==> config.mk <==
export PLATFORM = sky130hd
export DESIGN_NAME = csa_array_mult
export DESIGN_NICKNAME = d
export VERILOG_FILES = /design/src/rtl/csa_mul_pkg.sv /design/src/rtl/csa_fa.sv /design/src/rtl/csa_pp_gen.sv /design/src/rtl/csa_save_rows.sv /design/src/rtl/csa_merge_row.sv /design/src/rtl/csa_array_mult.sv
export SDC_FILE = /design/constraint.sdc
export NUM_CORES = 1
export LEC_CHECK = 0
export ABC_CLOCK_PERIOD_IN_PS = 800
export CAP_MARGIN = 20
export CORE_MARGIN = 4
export CORE_UTILIZATION = 40
export CTS_CLUSTER_SIZE = 14
export DETAILED_ROUTE_END_ITERATION = 8
export DONT_BUFFER_PORTS = 1
export PLACE_DENSITY = 0.52
export RECOVER_POWER = 100
export SYNTH_ARGS = -nofsm -noshare
export SYNTH_HDL_FRONTEND = slang
export SYNTH_HIERARCHICAL = 1
export SYNTH_SLANG_ARGS = --single-unit
==> constraint.sdc <==
create_clock -name clk -period 0.8 [get_ports clk]
set_input_delay 0.04 -clock clk [delete_from_list [all_inputs] [get_ports clk]]
set_output_delay 0.04 -clock clk [all_outputs]
set_load 0.02 [all_outputs]
==> src/rtl/csa_mul_pkg.sv <==
package csa_mul_pkg;

    typedef struct packed {
        logic sum;
        logic carry;
    } fa_res_t;

    function automatic fa_res_t fa_eval(input logic x, input logic y, input logic ci);
        fa_res_t r;
        r.sum   = x ^ y ^ ci;
        r.carry = (x & y) | (x & ci) | (y & ci);
        return r;
    endfunction

endpackage

==> src/rtl/csa_fa.sv <==
module csa_fa
    import csa_mul_pkg::*;
(
    input  logic x,
    input  logic y,
    input  logic ci,
    output logic s,
    output logic co
);
    fa_res_t res;

    always_comb begin
        res = fa_eval(x, y, ci);
        s   = res.sum;
        co  = res.carry;
    end
endmodule

==> src/rtl/csa_pp_gen.sv <==
module csa_pp_gen #(
    parameter int N = 4
) (
    input  logic [N-1:0]         a,
    input  logic [N-1:0]         b,
    output logic [N-1:0][N-1:0]  pp   // pp[j][i] = a[i] & b[j], weight i+j
);
    for (genvar j = 0; j < N; j++) begin : g_row
        for (genvar i = 0; i < N; i++) begin : g_col
            assign pp[j][i] = a[i] & b[j];
        end
    end
endmodule

==> src/rtl/csa_save_rows.sv <==
module csa_save_rows #(
    parameter int N = 4
) (
    input  logic [N-1:0][N-1:0] pp,
    output logic [N-1:0]        low_bits,  // product bits 0 .. N-1
    output logic [N-2:0]        sum_left,  // leftover sums, weights N .. 2N-2
    output logic [N-1:0]        carry_left // leftover carries, weights N .. 2N-1
);
    // s_row[j][i] and c_row[j][i] belong to row j, cell i (weight i+j)
    logic [N-1:0][N-1:0] s_row;
    logic [N-1:0][N-1:0] c_row;

    // row 0: partial products alone, carry-in vector tied to zero
    assign s_row[0] = pp[0];
    assign c_row[0] = '0;

    for (genvar j = 1; j < N; j++) begin : g_row
        for (genvar i = 0; i < N; i++) begin : g_cell
            logic y_in;
            if (i == N - 1) begin : g_edge
                assign y_in = 1'b0;
            end else begin : g_inner
                assign y_in = s_row[j-1][i+1];
            end
            csa_fa u_fa (
                .x  (pp[j][i]),
                .y  (y_in),
                .ci (c_row[j-1][i]),
                .s  (s_row[j][i]),
                .co (c_row[j][i])
            );
        end
    end

    for (genvar j = 0; j < N; j++) begin : g_low
        assign low_bits[j] = s_row[j][0];
    end

    assign sum_left   = s_row[N-1][N-1:1];
    assign carry_left = c_row[N-1];
endmodule

==> src/rtl/csa_merge_row.sv <==
module csa_merge_row #(
    parameter int N = 4
) (
    input  logic [N-2:0] sum_left,
    input  logic [N-1:0] carry_left,
    output logic [N-1:0] high_bits   // product bits N .. 2N-1
);
    logic [N-1:0] rc;   // ripple carry into each column of this row
    assign rc[0] = 1'b0;

    for (genvar k = 0; k < N - 1; k++) begin : g_col
        csa_fa u_fa (
            .x  (sum_left[k]),
            .y  (carry_left[k]),
            .ci (rc[k]),
            .s  (high_bits[k]),
            .co (rc[k+1])
        );
    end

    // top column: no sum input remains, and its carry-out is always zero
    assign high_bits[N-1] = carry_left[N-1] ^ rc[N-1];
endmodule

==> src/rtl/csa_array_mult.sv <==
module csa_array_mult #(
    parameter int N = 4
) (
    input  logic           clk,
    input  logic           rst_n,
    input  logic [N-1:0]   a,
    input  logic [N-1:0]   b,
    output logic [2*N-1:0] product
);
    localparam int P_W = 2 * N;

    typedef struct packed {
        logic [P_W-1:0] prod;
    } mult_state_t;

    logic [N-1:0][N-1:0] pp;
    logic [N-1:0]        low_bits;
    logic [N-2:0]        sum_left;
    logic [N-1:0]        carry_left;
    logic [N-1:0]        high_bits;

    mult_state_t st_d, st_q;

    csa_pp_gen #(.N(N)) u_pp (
        .a  (a),
        .b  (b),
        .pp (pp)
    );

    csa_save_rows #(.N(N)) u_rows (
        .pp         (pp),
        .low_bits   (low_bits),
        .sum_left   (sum_left),
        .carry_left (carry_left)
    );

    csa_merge_row #(.N(N)) u_merge (
        .sum_left   (sum_left),
        .carry_left (carry_left),
        .high_bits  (high_bits)
    );

    always_comb begin
        st_d      = st_q;
        st_d.prod = {high_bits, low_bits};
    end

    always_ff @(posedge clk or negedge rst_n) begin
        if (!rst_n) begin
            st_q <= '0;
        end else begin
            st_q <= st_d;
        end
    end

    assign product = st_q.prod;
endmodule

Word level (Yosys, flattened, before mapping). Index checks and enable logic that the tools add are counted.

Register bits: 8. Word-level logic and storage cells: 81. Input port bits: 10. Output and inout bits: 8.

Bitwise operators: 80.

Operators by type and width (count): 1-bit bitwise AND (44); 1-bit XOR (20); 1-bit bitwise OR (16).

Depth between registers and ports, before layout.
Word-level depth: 15. Gate-level depth with buffers: 9. Depth with buffers taken out: 8.

Cells and area by module. Netlist, hierarchy kept.

By module, submodules not included: csa_fa (cells an instance 1, sequential area each 0.0 µm², area each 20.0 µm², times used 15); csa_array_mult (cells an instance 8, sequential area each 200.2 µm², area each 200.2 µm², times used 1); csa_pp_gen (cells an instance 16, sequential area each 0.0 µm², area each 100.1 µm², times used 1); csa_save_rows (cells an instance 6, sequential area each 0.0 µm², area each 41.3 µm², times used 1); csa_merge_row (cells an instance 2, sequential area each 0.0 µm², area each 12.5 µm², times used 1).

Worst setup path after synthesis. No wires, ideal clock.

Path kind: input to register. From: input port a[3]. To: register st_q, in the netlist product[7]. Cell stages on the path: 9. Path buffers: 1. Setup time: 122 ps. Data arrival time: 3095 ps. Data required time: 678 ps. Slack: -2417 ps. Path through: and2_1 fa_1 fa_1 fa_1 buf_4 fa_1 fa_1 fa_1 xor2_1.

RTL lines: start: declaration (line csa_array_mult.sv:6) `input logic [N-1:0] a,`; end signal: assignment (line csa_array_mult.sv:52) `st_q <= st_d;`; end: declaration (line csa_array_mult.sv:22) `mult_state_t st_d, st_q;`.

Worst setup path in the final report.
From: input port b[1]. To: register st_q, in the netlist product[7].

Elaborated cells on any way between the ends: 56. Classes of those cells: bitwise: 56.

RTL lines: start: declaration (line csa_array_mult.sv:7) `input logic [N-1:0] b,`; 1-bit bitwise AND * (line csa_pp_gen.sv:10) `assign pp[j][i] = a[i] & b[j];`; net u_rows.g_row[2].g_cell[2].y_in (line csa_save_rows.sv:19) `logic y_in;`; 1-bit XOR * (2 in a row) (line csa_mul_pkg.sv:10) `r.sum = x ^ y ^ ci;`; net u_rows.g_row[3].g_cell[1].y_in (line csa_save_rows.sv:19); 1-bit XOR * (2 in a row) (line csa_mul_pkg.sv:10); net sum_left[0] (line csa_array_mult.sv:18) `logic [N-2:0] sum_left;`; 1-bit bitwise AND * (line csa_mul_pkg.sv:11) `r.carry = (x & y) | (x & ci) | (y & ci);`; net u_merge.rc[1] (line csa_merge_row.sv:8) `logic [N-1:0] rc;`; 1-bit bitwise AND (line csa_mul_pkg.sv:11); 1-bit bitwise OR (line csa_mul_pkg.sv:11); 1-bit bitwise OR * (line csa_mul_pkg.sv:11); net u_merge.rc[2] (line csa_merge_row.sv:8); 1-bit bitwise AND (line csa_mul_pkg.sv:11); 1-bit bitwise OR (line csa_mul_pkg.sv:11); 1-bit bitwise OR * (line csa_mul_pkg.sv:11); net u_merge.rc[3] (line csa_merge_row.sv:8).

Mark *: on every way through the listed nets, which the timed path passes. The rest lies on a longest branch.

==> results.md <==
* Unrepaired setup endpoints after global routing: true
* Setup ws final at -1930 ps
* PortBufs at 0
* Worst path top cell family by delay: adder cells
* WS Path Type: input port to register
* Pwr Density at 2080 nW/um2
* GPL Wtd Cong at 0.751
* Most Crowded Layer GR: met2
* # fillers at 143
* CTS H-Tree Depth at 1
* CP peak stage delay at 510 ps
* CTS sink cnt at 8
* Top cells by area, synth: fa_1 46%, dfrtp_1 31%, and2_1 15%
* Sw Share at 37.2%
* Die width at 48.4 um
* Die area at 2350 um2
* Worst Hold Depth at 2
* Comb power frac at 30.4%
* WP data arrival at 2860 ps
* DRT iter0 DRCs at 1
* Setup Buffers After CTS at 0
* Switch Pwr at 577 uW
* Vias at 320
* Final nets at 81
* Top post-synthesis cells by count: 16 x and2_1, 15 x fa_1, 8 x dfrtp_1, 5 x buf_4, 2 x conb_1
* Met3 Usage GRT at 2.15%
* Yosys reg bits at 8
* CP Capture Type: register
* Synth Flop Type: dfrtp_1
* CP startpoint kind: input port
* Multi-input logic area at 472 um2
* Crit path buf inv count at 0
* Cell Int Power at 973 uW
* Final TNS setup at -7420 ps
* Top cell type's share of synthesized area at 45.9%
* GRT overflow at 0
* CTS tree: done
* Start point of the critical path: b[1]
* Pre-antenna DRT Iters at 2
* CTS Buffer Depth at 2
* Hold Startpoint: a[0]
* Post-synthesis async set-or-reset flop share at 100%
* IO Pins at 18
* Reg power frac at 51.4%
* Fmax achieved at 366 MHz
* Routed Antenna Nets at 0
* Hold path endpoint: product[3]
* Largest register FFs at 8
* Vias in the first global route at 403
* Total power at 1.55 mW
* CORE AREA at 1520 um2
* FP Rows at 14
* Reg area at 200 um2
* Yosys top cell by area: fa_1
* Die Span Y at 48.4 um
* CP max stage cell: fa_1
* Ant diodes at 0
* Area growth syn-to-layout at 13.8%
* Sequential-to-total area share from yosys stat at 30.6%
* GRT Resource Usage Total at 8.86%
* Worst EP required at 930 ps
* Largest fanout on the critical path at 4
* Synthesized area per cell at 13.9 um2
* Met1 Use GR at 10.2%
* Cts bufs inserted at 3
* Initial antenna violation count at 0
* Pins Over Slew Limit at 0
* Yosys Warn Count at 6
* Global-route wire length before repair at 1580 um
* Final WL at 913 um
* Syn Inst Count at 47
* Pleak at 0.321 nW
* # Max-Cap Violations at 0
* Crit path cell chain: and2_4 -> fa_1 -> fa_1 -> fa_1 -> fa_2 -> fa_2 -> fa_2 -> xor2_1
* Post-route DRC at 0
* HP Class: input port to register
* Final period util at 341%
* Initial Util at 42.9%
* Failing checks: negative setup slack
* Hold Vio Cnt, Final at 0
* Clock group share of total power at 18.2%
* Routing usage on met2 at 13.9%
* Synth Cell Area at 654 um2
* WL/cell at 13.0 um
* Layout cell share with drive strength beyond 1 at 29.6%
* Largest net degree at the start of global routing at 9
* Final setup fails at 6
* Cell variety after synth at 6
* Tmin final at 2730 ps
* Clock-pin slew on the worst setup and hold paths at 50 ps
* Status: complete, but fails checks
* Most common cell in the netlist: and2_1
* Post-synth EDFFs at 0
* Via density at 4.57
* Peak VDD IR at 0.000819 V
* Detailed Place HPWL at 846 um
* Root buffer cell: clkbuf_4
power by group through the flow:
stage / Clock (mW) / Combinational, mW / Sequential, mW
after floorplan: 0 / 0.403 / 0.795
after global placement: 0 / 0.431 / 0.808
after detailed placement: 0 / 0.473 / 0.808
after CTS: 0.298 / 0.494 / 0.801
after global routing: 0.324 / 0.569 / 0.802
final: 0.282 / 0.472 / 0.797
layer usage:
metal,vias up,part of all wire (%)
met2,16,51
li1,140,-
met3,0,11
met4,0,0
met5,-,0
met1,164,38
worst max path at each step:
stage | to | cells after the start
after floorplan | product[7] | 8
after global placement | product[7] | 8
after detailed placement | product[7] | 8
after CTS | product[7] | 8
after global routing | product[7] | 8
final | product[7] | 8
kinds of logic after synthesis:
kind of cell	count (synthesis)	share of synthesized area [%]
and+or+nand+nor	16	15.3
adders and majority gates	15	45.9
other	2	1.15
xor gates and xnor gates	1	1.34
DFF	8	30.6
buffers and inverters	5	5.74
layout make-up:
type / instances / share of cell area (%)
timing repair buffer: 3 / 4.03
clock buffer: 3 / 3.03
sequential: 8 / 26.9
tap: 16 / 2.69
multi-input combinational: 40 / 63.4
through the flow:
step / hold WS [ps] / utilization [%] / instances / cell area, um2 / worst slack [ps]
floorplan: -256 / - / 53 / 704 / -2130
global placement: -255 / 45.1 / 64 / 687 / -2180
detailed placement: -255 / 45.1 / 64 / 687 / -2190
CTS: 114 / 48.9 / 70 / 744 / -1930
global route: 141 / 48.9 / 70 / 744 / -1990
finish: 123 / 48.9 / 70 / 744 / -1930
what timing repair did:
action / in CTS / in global routing
hold buffers: 3 / 0
gates resized for setup: 2 / 0
hold endpoints to repair: 9 / 0
endpoints found under the setup margin: 6 / 6
cell usage in the layout (no fill, tap or decap):
master,Yosys,layout
clkbuf_4,0,3
and2_0,0,2
fa_2,0,8
fa_1,15,7
and2_1,16,9
dlygate4sd3_1,0,3
dfrtp_1,8,8
and2_4,0,5
xor2_1,1,1
conb_1,2,8
No activity file was read; power rests on OpenSTA's default activity.
